$ cat config.mk
export PLATFORM = sky130hd
export DESIGN_NAME = sat_alu
export DESIGN_NICKNAME = d
export VERILOG_FILES = /design/src/rtl/sat_pkg.sv /design/src/rtl/sat_rst_sync.sv /design/src/rtl/sat_addsub.sv /design/src/rtl/sat_lane.sv /design/src/rtl/sat_sticky.sv /design/src/rtl/sat_alu.sv
export SDC_FILE = /design/constraint.sdc
export NUM_CORES = 1
export LEC_CHECK = 0
export BUFFER_PORTS_ARGS = -buffer_cell sky130_fd_sc_hd__clkbuf_2
export CAP_MARGIN = 20
export CORE_MARGIN = 10
export CORE_UTILIZATION = 44
export CTS_CLUSTER_SIZE = 8
export DETAILED_ROUTE_END_ITERATION = 10
export SLEW_MARGIN = 0
export SYNTH_ARGS = -nofsm -noshare
export SYNTH_HDL_FRONTEND = slang
export SYNTH_SLANG_ARGS = --single-unit
$ cat constraint.sdc
create_clock -name clk -period 22.1 [get_ports clk]
set_input_delay 3.315 -clock clk [delete_from_list [all_inputs] [get_ports clk]]
set_output_delay 3.315 -clock clk [all_outputs]
set_load 0.01 [all_outputs]
$ cat src/rtl/sat_pkg.sv
package sat_pkg;
  localparam int DATA_W = 32;
  localparam int LANE_W = DATA_W / 2;
  localparam int POS_W  = $clog2(DATA_W);
  localparam int OP_W   = 4;

  typedef enum logic [OP_W-1:0] {
    OP_SADD   = 4'd0,
    OP_SSUB   = 4'd1,
    OP_UADD   = 4'd2,
    OP_USUB   = 4'd3,
    OP_WADD   = 4'd4,
    OP_SSAT   = 4'd5,
    OP_USAT   = 4'd6,
    OP_SSAT16 = 4'd7,
    OP_USAT16 = 4'd8
  } sat_op_e;
endpackage

$ cat src/rtl/sat_rst_sync.sv
module sat_rst_sync #(
  parameter int STAGES = 2
) (
  input  logic clk,
  input  logic rst_n,
  output logic rst_n_sync
);
  logic [STAGES-1:0] chain_q;
  logic [STAGES-1:0] chain_d;

  always_comb begin
    chain_d = {chain_q[STAGES-2:0], 1'b1};
  end

  always_ff @(posedge clk or negedge rst_n) begin
    if (!rst_n) chain_q <= '0;
    else        chain_q <= chain_d;
  end

  assign rst_n_sync = chain_q[STAGES-1];
endmodule

$ cat src/rtl/sat_addsub.sv
module sat_addsub
  import sat_pkg::*;
#(
  parameter int W = DATA_W
) (
  input  logic [W-1:0]   a,
  input  logic [W-1:0]   b,
  input  logic [OP_W-1:0] op,
  output logic [W-1:0]   res,
  output logic           hit
);
  localparam logic [W-1:0] POS_MAX = {1'b0, {(W-1){1'b1}}};
  localparam logic [W-1:0] NEG_MIN = {1'b1, {(W-1){1'b0}}};

  logic [W:0]   sum_x;
  logic [W:0]   dif_x;
  logic         s_add_ovf;
  logic         s_sub_ovf;
  logic [W-1:0] s_bound;

  always_comb begin
    sum_x     = {1'b0, a} + {1'b0, b};
    dif_x     = {1'b0, a} - {1'b0, b};
    s_add_ovf = (a[W-1] == b[W-1]) && (sum_x[W-1] != a[W-1]);
    s_sub_ovf = (a[W-1] != b[W-1]) && (dif_x[W-1] != a[W-1]);
    s_bound   = a[W-1] ? NEG_MIN : POS_MAX;
  end

  always_comb begin
    res = a;
    hit = 1'b0;
    unique case (op)
      OP_SADD: begin
        hit = s_add_ovf;
        res = s_add_ovf ? s_bound : sum_x[W-1:0];
      end
      OP_SSUB: begin
        hit = s_sub_ovf;
        res = s_sub_ovf ? s_bound : dif_x[W-1:0];
      end
      OP_UADD: begin
        hit = sum_x[W];
        res = sum_x[W] ? {W{1'b1}} : sum_x[W-1:0];
      end
      OP_USUB: begin
        hit = dif_x[W];
        res = dif_x[W] ? '0 : dif_x[W-1:0];
      end
      OP_WADD: begin
        hit = s_add_ovf;
        res = sum_x[W-1:0];
      end
      default: begin
        res = a;
        hit = 1'b0;
      end
    endcase
  end
endmodule

$ cat src/rtl/sat_lane.sv
module sat_lane #(
  parameter int W  = 32,
  parameter int PW = 5
) (
  input  logic [W-1:0]  val,
  input  logic [PW-1:0] pos,
  input  logic          uns,
  output logic [W-1:0]  res,
  output logic          hit
);
  logic signed [W-1:0] sval;
  logic signed [W-1:0] top;
  logic        [W-1:0] mask;

  always_comb begin
    sval = $signed(val);
    top  = sval >>> pos;
    mask = (W'(1) << pos) - W'(1);
  end

  always_comb begin
    res = val;
    hit = 1'b0;
    if (uns) begin
      if (sval < 0) begin
        res = '0;
        hit = 1'b1;
      end else if (val > mask) begin
        res = mask;
        hit = 1'b1;
      end
    end else begin
      if (top > 0) begin
        res = mask;
        hit = 1'b1;
      end else if (top < -1) begin
        res = ~mask;
        hit = 1'b1;
      end
    end
  end
endmodule

$ cat src/rtl/sat_sticky.sv
module sat_sticky (
  input  logic clk,
  input  logic rst_n,
  input  logic en,
  input  logic hit,
  input  logic clr,
  output logic flag
);
  logic flag_q;
  logic flag_d;
  logic upd;

  always_comb begin
    upd    = clr | (en & hit);
    flag_d = clr ? 1'b0 : 1'b1;
  end

  always_ff @(posedge clk or negedge rst_n) begin
    if (!rst_n)   flag_q <= 1'b0;
    else if (upd) flag_q <= flag_d;
  end

  assign flag = flag_q;

  AST_CLR_WINS: assert property (@(posedge clk) disable iff (!rst_n)
    clr |=> !flag_q);
  AST_FLAG_HOLDS: assert property (@(posedge clk) disable iff (!rst_n)
    (flag_q && !clr) |=> flag_q);
  AST_CLAMP_SETS: assert property (@(posedge clk) disable iff (!rst_n)
    (en && hit && !clr) |=> flag_q);
  AST_IDLE_NO_SET: assert property (@(posedge clk) disable iff (!rst_n)
    (!flag_q && !en) |=> !flag_q);
endmodule

$ cat src/rtl/sat_alu.sv
module sat_alu
  import sat_pkg::*;
(
  input  logic              clk,
  input  logic              rst_n,
  input  logic              issue,
  input  logic [OP_W-1:0]   op,
  input  logic [DATA_W-1:0] a,
  input  logic [DATA_W-1:0] b,
  input  logic [POS_W-1:0]  sat_pos,
  input  logic              flag_clr,
  output logic [DATA_W-1:0] result,
  output logic              sat_flag
);
  localparam int NLANE = 2;

  logic              rst_n_i;
  logic [DATA_W-1:0] as_res;
  logic              as_hit;
  logic [DATA_W-1:0] wd_res;
  logic              wd_hit;
  logic              wd_uns;
  logic              ln_uns;
  logic [DATA_W-1:0] ln_in  [NLANE];
  logic [DATA_W-1:0] ln_res [NLANE];
  logic [NLANE-1:0]  ln_hit;
  logic [DATA_W-1:0] ln_pack;
  logic              is_arith;
  logic              is_word;
  logic              is_lane;
  logic              any_hit;

  sat_rst_sync #(.STAGES(2)) u_rst (
    .clk(clk), .rst_n(rst_n), .rst_n_sync(rst_n_i)
  );

  sat_addsub #(.W(DATA_W)) u_addsub (
    .a(a), .b(b), .op(op), .res(as_res), .hit(as_hit)
  );

  always_comb begin
    is_arith = (op <= OP_WADD);
    is_word  = (op == OP_SSAT) || (op == OP_USAT);
    is_lane  = (op == OP_SSAT16) || (op == OP_USAT16);
    wd_uns   = (op == OP_USAT);
    ln_uns   = (op == OP_USAT16);
  end

  sat_lane #(.W(DATA_W), .PW(POS_W)) u_word (
    .val(a), .pos(sat_pos), .uns(wd_uns), .res(wd_res), .hit(wd_hit)
  );

  for (genvar gi = 0; gi < NLANE; gi++) begin : g_lane
    assign ln_in[gi] = {{(DATA_W-LANE_W){a[gi*LANE_W+LANE_W-1]}},
                        a[gi*LANE_W +: LANE_W]};
    sat_lane #(.W(DATA_W), .PW(POS_W)) u_half (
      .val(ln_in[gi]), .pos(sat_pos), .uns(ln_uns),
      .res(ln_res[gi]), .hit(ln_hit[gi])
    );
    assign ln_pack[gi*LANE_W +: LANE_W] = ln_res[gi][LANE_W-1:0];
  end

  always_comb begin
    result  = a;
    any_hit = 1'b0;
    if (is_arith) begin
      result  = as_res;
      any_hit = as_hit;
    end else if (is_word) begin
      result  = wd_res;
      any_hit = wd_hit;
    end else if (is_lane) begin
      result  = ln_pack;
      any_hit = |ln_hit;
    end
  end

  sat_sticky u_flag (
    .clk(clk), .rst_n(rst_n_i), .en(issue), .hit(any_hit),
    .clr(flag_clr), .flag(sat_flag)
  );

  AST_UADD_NOT_BELOW: assert property (@(posedge clk) disable iff (!rst_n_i)
    (issue && op == OP_UADD) |-> (result >= a));
  AST_USUB_NOT_ABOVE: assert property (@(posedge clk) disable iff (!rst_n_i)
    (issue && op == OP_USUB) |-> (result <= a));
  AST_SSAT_IN_RANGE: assert property (@(posedge clk) disable iff (!rst_n_i)
    (issue && op == OP_SSAT) |->
      ((($signed(result) >>> sat_pos) == 0) ||
       (($signed(result) >>> sat_pos) == -1)));
  AST_USAT_IN_RANGE: assert property (@(posedge clk) disable iff (!rst_n_i)
    (issue && op == OP_USAT) |->
      ((result >> sat_pos) == '0));
  AST_WADD_MODULAR: assert property (@(posedge clk) disable iff (!rst_n_i)
    (issue && op == OP_WADD) |-> (result - b == a));
  AST_SPARE_PASS: assert property (@(posedge clk) disable iff (!rst_n_i)
    (issue && op > OP_USAT16) |-> (result == a));
  AST_SPARE_FLAG: assert property (@(posedge clk) disable iff (!rst_n_i)
    (issue && op > OP_USAT16 && !flag_clr) |=> $stable(sat_flag));
endmodule

==> key figures, run 1 <==
Timing
  – Setup Viol. Count Final: 0
  – Least-Margin Pin Slew: 1.044 ns
  – Max Slew Vio Count: 0
  – Skew final: 0.001747 ns
  – RSZ-0062 raised after global routing: no
  – Final min period: 14.34 ns
  – Hold Violations, Final: 0
  – Maximum clock rate: 0.06972 GHz
  – Total negative setup slack: 0 ns
  – Max transition margin: 30.41%
  – Period Utilization, post-route: 64.90%

Floorplan
  – Core ar.: 27100 sq um
  – Initial Util: 44.85%
  – IO Pins: 110
  – Die X: 186.2 um
  – Die area: 34670 sq um
  – Die span in y: 186.2 um
  – # rows: 60

GRT
  – GRT Total Usage: 30.83%
  – First-pass GRT wire length: 83930 um
  – Grt ovf: 0
  – Vias in the first global route: 14001
  – Largest net degree at the start of global routing: 74
  – Initial antenna violation count: 0

Routing
  – Initial drt markers: 2034
  – Vias per cell: 7.090
  – Antenna Nets Post-Route: 0
  – DR pass1 iterations: 6
  – DRT Wirelength: 56120 um
  – WL/cell: 26.85 um
  – Detailed-route via count: 14818
  – Drc violations: 0

Finish
  – Core Util, Final: 47.21%
  – Multi-input gate area: 11090 sq um
  – # fillers: 2863
  – Fin nets: 1937
  – ANT cells: 0
  – Area Overhead vs Synth: 5.260%
  – FF+latch area: 75.07 sq um
  – Share of cells above drive strength 1: 15.08%

Hold path
  – Hold Crit Class: reg2async

Synthesis
  – Distinct cells, synth: 100
  – Mapped Cells: 1721
  – Commonest register cell after synthesis: dfrtp_1
  – Yosys warning count: 0
  – Seq/Total Area, Yosys: 0.6176%
  – Mapped Area: 12160 sq um
  – Flop and latch count out of synthesis: 3
  – Post-Syn Area per Cell: 7.063 sq um
  – Commonest cells in the netlist: a21oi_1, nand2_1, ha_1
  – Synth area leaders: ha_1, a21oi_1, mux4_2
  – Synth area leader: ha_1
  – Synth top area share: 14.20%
  – Number of flops mapped to enable cells by yosys: 0
  – Top-count cell post-synth: a21oi_1
  – Async SR Flop Fraction: 100.0%

Worst setup path
  – Crit path arrival time: 11.03 ns
  – CP Launch Type: input pin
  – Kind of critical path: in2out
  – R2R depth: 1
  – CP required: 18.78 ns
  – Endpoint type of the worst setup path: primary output
  – CP Max Fanout: 73

Clocking
  – Cts bufs inserted: 3
  – Clk sink count: 3
  – Clk_lat worst skew: 0.22 ns
  – TritonCTS clock tree: yes
  – Number of hold buffers added after CTS: 0
  – Cts repair resizes: 0
  – Clock root buffer: clkbuf_16
  – Clock transition at the registers of the reported paths: 0.03 ns
  – H-tree lvl count: 1
  – CTS max path bufs: 2
  – Post-CTS Setup Inserts: 0

Power
  – Worst VDD drop: 19.66 uV
  – PD cells: 28.98 nW/um^2
  – Leakage Power: 5.455 nW

Outcome
  – Outcome: completed

Placed design
  – GP Congestion: 1.055
  – Port Buf Inserts: 109
  – HPWL Detailed: 42280 um

Run
  – Max Cap Viol: 0
==> path summary, 6_finish.rpt <==
kind,startpoint,to,slack [ns]
worst min-delay path,u_rst.chain_q[1],u_flag.flag,0.0002
worst max-delay path,sat_pos[2],result[12],7.76
worst max register to register,u_flag.flag,u_flag.flag,21.41
max in group asynchronous,rst_n,u_rst.chain_q[0],19.13
min in group clk,u_rst.chain_q[0],u_rst.chain_q[1],0.35
worst min register to register,u_rst.chain_q[1],u_flag.flag,0.0002
==> cells in the final DEF, fill, tap and decap left out, types with 9 or more instances in the layout <==
cell / synthesis / layout
and3_1: 19 / 19
nand4_1: 23 / 23
nand3_1: 43 / 43
a221oi_1: 26 / 26
clkbuf_2: 0 / 108
a211oi_1: 28 / 28
and2_1: 18 / 18
nand2_1: 149 / 149
a21boi_0: 9 / 9
a31oi_1: 20 / 20
a221o_1: 18 / 18
o31ai_1: 15 / 14
nor4_1: 17 / 17
o221a_2: 9 / 9
o21ai_0: 103 / 103
a22oi_1: 18 / 18
inv_1: 88 / 88
a32oi_1: 12 / 12
buf_4: 7 / 27
o21bai_1: 18 / 18
o221ai_1: 22 / 22
nand2b_1: 21 / 21
mux2i_1: 71 / 71
or3_1: 18 / 18
o21a_1: 17 / 17
ha_1: 138 / 138
o22ai_1: 19 / 19
mux2_2: 36 / 36
o211ai_1: 33 / 33
nor3_1: 31 / 31
nor2b_1: 21 / 20
nor3b_1: 9 / 9
a21oi_1: 157 / 157
mux4_2: 33 / 33
or2_2: 13 / 13
a21o_1: 35 / 35
nor2_1: 115 / 115
==> critical path, cell delays in order <==
cell	delay, ns
clkbuf_2	0.08
buf_4	0.65
inv_1	0.61
nand2_1	0.53
inv_2	0.22
nand2_1	0.12
ha_1	0.60
a32oi_1	0.13
o21ai_0	0.73
inv_1	0.27
ha_1	0.39
nand3_1	0.12
nor4_1	0.41
a21oi_1	0.11
o21ai_0	0.71
nand2b_4	0.09
a211oi_1	0.76
a211oi_2	0.20
nor3b_1	0.23
mux2_2	0.28
a22oi_1	0.26
clkbuf_2	0.19
==> cell families after synthesis <==
kind of cell	count (synthesis)	share of synthesized area [%]
buf+inv	234	8.307
simple gates	531	22.17
flops	3	0.6176
mux	144	15.70
compound gates	655	37.58
other cells	1	0.03085
xor+xnor	10	0.7206
fa+ha+maj	143	14.87
==> through the flow <==
stage	power [mW]	hold WS (ns)	instance area [sq um]	std cells	setup slack (ns)
6_report	0.3708	0.0001616	12790	2090	7.757
5_1_grt	0.3976	0.01034	12790	2090	7.313
4_1_cts	0.3615	0.003127	12790	2090	7.909
3_5_place_dp	0.3310	0.002282	12720	2086	7.933
3_3_place_gp	0.3297	-0.003424	12720	2086	8.160
2_1_floorplan	0.2316	-0.005663	12160	1723	10.40
==> area by class of cell <==
cell class / instances / area share [%]
Multi-Input combinational cell: 1486 / 86.71
Timing Repair Buffer: 135 / 5.809
Tap cell: 372 / 3.638
Inverter: 90 / 2.640
Clock buffer: 4 / 0.6161
Sequential cell: 3 / 0.5867
==> metal layers <==
metal / wire (um) / share of wire, % / track usage [%] / vias to the layer above
met5: 0 / 0 / 0 / -
met4: 3328 / 5.9 / 15.77 / 0
met3: 5172 / 9.2 / 4.152 / 213
met2: 25310 / 45 / 49.38 / 901
met1: 22310 / 40 / 39.65 / 7021
li1: - / - / - / 6683
==> power breakdown <==
| part | switching (mW) | total (mW) | internal (mW) |
|---|---|---|---|
| clock | 0.00476 | 0.0286 | 0.0238 |
| combinational | 0.214 | 0.336 | 0.123 |
| sequential | 0.000160 | 0.00606 | 0.00590 |
| total | 0.219 | 0.371 | 0.152 |
==> state kept, by name, summed over array words and instances (netlist names) <==
signal         flops
u_flag.flag        1
u_rst.chain_q      2
Note: power is estimated with default switching activity, not from simulation.
==> run 2, diff against run 1 <==
clock period = 13.8 ns   (was 22.1 ns; I/O delays follow)
==> run 2 against run 1 <==
Final cell count is the same. Critical endpoint is now result[14]. Total power is 60% higher. Largest power group unchanged. Critical path depth grew 1. Combinational power up 60%. The flow now finishes with violations (hold timing). Via count rose by 1.0%.
==> key figures, run 2 (synthesis results as in run 1) <==
GRT
  – Initial antenna violation count: 0 (unchanged)
  – Vias in the first global route: 14241 (was 14001)
  – Largest net degree at the start of global routing: 67 (was 74)
  – GRT Total Usage: 31.12% (was 30.83%)
  – First-pass GRT wire length: 85040 um (was 83930 um)
  – Grt ovf: 0 (unchanged)

Routing
  – DR pass1 iterations: 8 (was 6)
  – WL/cell: 26.86 um (was 26.85 um)
  – Antenna Nets Post-Route: 0 (unchanged)
  – Drc violations: 0 (unchanged)
  – DRT Wirelength: 56130 um (was 56120 um)
  – Initial drt markers: 1816 (was 2034)
  – Detailed-route via count: 14969 (was 14818)
  – Vias per cell: 7.162 (was 7.090)

Clocking
  – H-tree lvl count: 1 (unchanged)
  – Clock root buffer: clkbuf_16 (unchanged)
  – TritonCTS clock tree: yes (unchanged)
  – Number of hold buffers added after CTS: 0 (unchanged)
  – Clock transition at the registers of the reported paths: 0.03 ns (about the same)
  – Clk sink count: 3 (unchanged)
  – Cts bufs inserted: 3 (unchanged)
  – Clk_lat worst skew: 0.22 ns (about the same)
  – Cts repair resizes: 0 (unchanged)
  – CTS max path bufs: 2 (unchanged)
  – Post-CTS Setup Inserts: 0 (unchanged)

Finish
  – Largest register FFs: 2 (unchanged)
  – Commonest non-fill, non-tap cell in the layout: a21oi_1 (unchanged)
  – ANT cells: 0 (unchanged)
  – # fillers: 2776 (was 2863)
  – Top reg by flops: u_rst.chain_q (unchanged)
  – Fin nets: 1937 (unchanged)
  – Share of cells above drive strength 1: 15.08% (unchanged)
  – Post-Layout Cell Count: 2090 (unchanged)
  – Area Overhead vs Synth: 5.260% (unchanged)
  – Design Area, Final: 12790 sq um (unchanged)
  – Most frequent cells in the layout: a21oi_1, nand2_1, ha_1 (unchanged)
  – Core Util, Final: 47.21% (unchanged)

Worst setup path
  – Endpoint type of the worst setup path: primary output (unchanged)
  – R2R depth: 1 (unchanged)
  – CP required: 11.73 ns (was 18.78 ns)
  – Worst R2R Setup Slack: 13.13 ns (was 21.41 ns)
  – RR Startpoint: u_flag.flag (unchanged)
  – Kind of critical path: in2out (unchanged)
  – CP Max Fanout: 33 (was 73)
  – Reg-to-reg endpoint: u_flag.flag (unchanged)
  – Crit path arrival time: 9.41 ns (was 11.03 ns)
  – End of the critical path: result[14] (was result[12])
  – Worst setup path start: sat_pos[2] (unchanged)
  – CP Launch Type: input pin (unchanged)

Placed design
  – Dpl cells: 2086 (unchanged)
  – Worst slack at placement: 2.536 ns (was 7.933 ns)
  – GP Congestion: 1.023 (was 1.055)
  – Placed inst area: 12720 sq um (unchanged)
  – Port Buf Inserts: 109 (unchanged)
  – HPWL Detailed: 42720 um (was 42280 um)

Timing
  – Maximum clock rate: 0.08708 GHz
  – Total negative setup slack: 0 ns (unchanged)
  – Final min period: 11.48 ns
  – Period Utilization, post-route: 83.22%
  – Skew final: 0.003981 ns (was 0.001747 ns)
  – Least-Margin Pin Slew: 1.056 ns (was 1.044 ns)
  – Max Slew Vio Count: 0 (unchanged)
  – Final Hold Slack: -0.002946 ns (was 0.0001616 ns)
  – Hold Violations, Final: 1 (was 0)
  – Final worst slack: 2.316 ns (was 7.757 ns)
  – Max transition margin: 29.58% (was 30.41%)
  – Setup Viol. Count Final: 0 (unchanged)
  – RSZ-0062 raised after global routing: no (unchanged)

Power
  – PD cells: 46.45 nW/um^2 (was 28.98 nW/um^2)
  – Worst VDD drop: 51.04 uV (was 19.66 uV)
  – Leakage Power: 5.456 nW (was 5.455 nW)
  – PnR Total Power: 594.3 uW (was 370.8 uW)

Outcome
  – Violations in the final reports: hold timing
  – Outcome: finished with violations (was completed)

Hold path
  – Hold Crit Class: reg2async (unchanged)

Floorplan
  – Die X: 186.2 um (unchanged)
  – Core ar.: 27100 sq um (unchanged)
  – # rows: 60 (unchanged)
  – Die area: 34670 sq um (unchanged)
  – Initial Util: 44.85% (unchanged)
  – Die span in y: 186.2 um (unchanged)
  – IO Pins: 110 (unchanged)

Run
  – Max Cap Viol: 0 (unchanged)
run 2: layout make-up:
type / instances / area, sq um / share of cell area (%)
sequential: 3 / 75.07 / 0.5867
tap: 372 / 465.4 / 3.638
inverter: 90 / 337.8 / 2.640
multi-input combinational: 1486 / 11090 / 86.71
clock buffer: 4 / 78.83 / 0.6161
timing repair buffer: 135 / 743.2 / 5.809
run 2: worst min-delay path by stage:
stage / startpoint / end / slack, ns / cells after the start
after global routing: u_rst.chain_q[1] / u_flag.flag / 0.01 / 0
after CTS: u_rst.chain_q[1] / u_flag.flag / 0.001 / 0
after floorplan: u_rst.chain_q[1] / u_flag.flag / -0.006 / 0
after global placement: u_rst.chain_q[1] / u_flag.flag / -0.004 / 0
after detailed placement: u_rst.chain_q[1] / u_flag.flag / 0.003 / 0
final: u_rst.chain_q[1] / u_flag.flag / -0.003 / 0
run 2: layer usage:
layer | vias up | GRT usage (%) | share of wire, % | wire (um)
li1 | 6660 | - | - | -
met1 | 7085 | 39.11 | 39 | 21860
met2 | 992 | 51.21 | 46 | 25620
met3 | 232 | 4.540 | 9.6 | 5406
met4 | 0 | 14.83 | 5.8 | 3249
met5 | - | 0 | 0 | 0
run 2: power breakdown:
part / internal [mW] / switching (mW) / total [mW]
clock network: 0.0381 / 0.00794 / 0.0461
registers: 0.00944 / 0.000225 / 0.00966
logic: 0.196 / 0.343 / 0.539
total: 0.244 / 0.351 / 0.594
run 2: critical path, cell delays in order:
cell and delay (ns):
clkbuf_2 0.38, inv_1 0.14, buf_4 0.29, nand2_1 0.46, inv_2 0.44, nand2_1 0.13
ha_1 0.46, nor2_1 0.23, a32oi_1 0.11, o21ai_0 0.71, inv_1 0.23, ha_1 0.36
nand3_1 0.12, nor4_1 0.44, a21oi_1 0.11, o21ai_0 0.69, a211oi_1 0.26, nor3_1 0.59
a211oi_2 0.17, nor3b_1 0.22, mux2_2 0.31, a22oi_1 0.27, clkbuf_2 0.19
==> run 3, diff against run 2 <==
clock period = 10.3 ns   (was 13.8 ns; I/O delays follow)
==> run 3 against run 2 <==
The flow now finishes without violations. Core utilization increased by 0.30 points. Worst hold slack improved by 0.0054 ns. Via count decreased by 0.58%. Non-clock buffer count increased by 11. Largest power group unchanged. Die area unchanged.
==> key figures, run 3 (synthesis results as in run 1) <==
Outcome
  – Outcome: completed (was finished with violations)

Clocking
  – TritonCTS clock tree: yes (unchanged)
  – Clk sink count: 3 (unchanged)
  – H-tree lvl count: 1 (unchanged)
  – Cts repair resizes: 0 (unchanged)
  – Clock transition at the registers of the reported paths: 0.03 ns (about the same)
  – Cts bufs inserted: 3 (unchanged)
  – Clk_lat worst skew: 0.22 ns (about the same)
  – Number of hold buffers added after CTS: 0 (unchanged)
  – CTS max path bufs: 2 (unchanged)
  – Clock root buffer: clkbuf_16 (unchanged)
  – Post-CTS Setup Inserts: 0 (unchanged)

Routing
  – WL/cell: 26.71 um (was 26.86 um)
  – Met3 wire len: 5246 um (was 5406 um)
  – Highest routed layer: met4 (unchanged)
  – DR pass1 iterations: 9 (was 8)
  – Met1 wire length: 22370 um (was 21860 um)
  – Drc violations: 0 (unchanged)
  – Antenna Nets Post-Route: 0 (unchanged)
  – Vias per cell: 7.083 (was 7.162)
  – Met2 wire length: 25880 um (was 25620 um)
  – DRT Wirelength: 56130 um (about the same)
  – Detailed-route via count: 14882 (was 14969)
  – Initial drt markers: 1944 (was 1816)

Finish
  – Top reg by flops: u_rst.chain_q (unchanged)
  – Fin nets: 1948 (was 1937)
  – Most frequent cells in the layout: a21oi_1, nand2_1, ha_1 (unchanged)
  – Share of cells above drive strength 1: 15.62% (was 15.08%)
  – Design Area, Final: 12880 sq um (was 12790 sq um)
  – Commonest non-fill, non-tap cell in the layout: a21oi_1 (unchanged)
  – Area Overhead vs Synth: 5.940% (was 5.260%)
  – ANT cells: 0 (unchanged)
  – Largest register FFs: 2 (unchanged)

Hold path
  – Hold Crit Class: reg2async (unchanged)

Floorplan
  – Core ar.: 27100 sq um (unchanged)
  – Initial Util: 44.85% (unchanged)
  – # rows: 60 (unchanged)
  – Die span in y: 186.2 um (unchanged)
  – IO Pins: 110 (unchanged)
  – Die area: 34670 sq um (unchanged)
  – Die X: 186.2 um (unchanged)

Timing
  – Max transition margin: 29.94% (was 29.58%)
  – Max Slew Vio Count: 0 (unchanged)
  – Least-Margin Pin Slew: 1.041 ns (was 1.056 ns)
  – Total negative setup slack: 0 ns (unchanged)
  – RSZ-0062 raised after global routing: no (unchanged)
  – Setup Viol. Count Final: 0 (unchanged)
  – Skew final: 0.0008951 ns (was 0.003981 ns)
  – Final min period: 9.868 ns
  – Maximum clock rate: 0.1013 GHz
  – Hold Violations, Final: 0 (was 1)
  – Period Utilization, post-route: 95.81%

GRT
  – First-pass GRT wire length: 84580 um (was 85040 um)
  – Largest net degree at the start of global routing: 61 (was 67)
  – Vias in the first global route: 14105 (was 14241)
  – Grt ovf: 0 (unchanged)
  – Initial antenna violation count: 0 (unchanged)
  – GRT Total Usage: 31.05% (was 31.12%)

Placed design
  – HPWL Detailed: 42630 um (was 42720 um)
  – Placed inst area: 12800 sq um (was 12720 sq um)
  – Port Buf Inserts: 109 (unchanged)
  – GP Congestion: 1.013 (was 1.023)

Worst setup path
  – Worst setup path start: sat_pos[1] (was sat_pos[2])
  – R2R depth: 1 (unchanged)
  – CP required: 8.76 ns (was 11.73 ns)
  – CP Launch Type: input pin (unchanged)
  – Endpoint type of the worst setup path: primary output (unchanged)
  – Kind of critical path: in2out (unchanged)
  – CP Max Fanout: 29 (was 33)
  – Crit path arrival time: 8.32 ns (was 9.41 ns)
  – RR Startpoint: u_flag.flag (unchanged)

Power
  – PD cells: 61.98 nW/um^2 (was 46.45 nW/um^2)
  – Worst VDD drop: 48.69 uV (was 51.04 uV)
  – Leakage Power: 5.508 nW (was 5.456 nW)

Run
  – Max Cap Viol: 0 (unchanged)
-- run 3: cell types whose count changed in the layout (fill, tap and decap cells not counted), sizes merged --
cell / delta
buf: +11
-- run 3: where the power goes --
part	internal (mW)	switching, mW
sequential	0.0126	0.000336
clock	0.0511	0.0107
combinational	0.265	0.458
-- run 3: stage by stage --
stage / cells / total power [mW] / hold WS (ns) / setup slack [ns] / util, %
after floorplan: 1723 / 0.4970 / -0.005663 / 2.136 / -
after global placement: 2097 / 0.7104 / -0.003023 / 0.8031 / 47.23
after detailed placement: 2097 / 0.7135 / -0.0009729 / 0.6636 / 47.23
after CTS: 2101 / 0.7789 / 0.006527 / 0.6544 / 47.52
after global routing: 2101 / 0.8569 / 0.01091 / 0.1565 / 47.52
final: 2101 / 0.7981 / 0.002498 / 0.4319 / 47.52
-- run 3: routing by layer --
metal | vias to the layer above | track usage (%)
met3 | 187 | 4.036
met4 | 0 | 12.93
met2 | 985 | 51.01
met5 | - | 0
li1 | 6700 | -
met1 | 7010 | 40.05
-- run 3: critical path, cell delays in order --
cell      delay (ns)
buf_4           0.23
or3_1           0.53
nor2_1          0.45
inv_1           0.13
ha_1            0.45
nor2_1          0.24
a22oi_1         0.11
o32ai_1         0.74
inv_1           0.20
ha_1            0.33
nand4_1         0.10
nor4_1          0.78
o21ai_0         0.21
nor3_1          0.30
a211oi_1        0.13
nor3_1          0.68
a211oi_2        0.17
nor3b_1         0.23
mux2_2          0.27
a22oi_1         0.25
clkbuf_2        0.20
-- run 3: area by class of cell --
cell class              count  area, sq um
flip-flops and latches      3        75.07
well taps                 372        465.4
clock buffers               4        78.83
repair buffers            146        825.8
multi-input cells        1486        11090
fillers                  2898        14220
inverters                  90        337.8
-- run 3: worst paths after layout --
check / to / slack [ns]
max in group asynchronous: u_rst.chain_q[1] / 9.09
max: result[12] / 0.43
min reg2reg: u_flag.flag / 0.002
max reg2reg: u_flag.flag / 9.62
min: u_flag.flag / 0.002
min in group clk: u_rst.chain_q[1] / 0.36
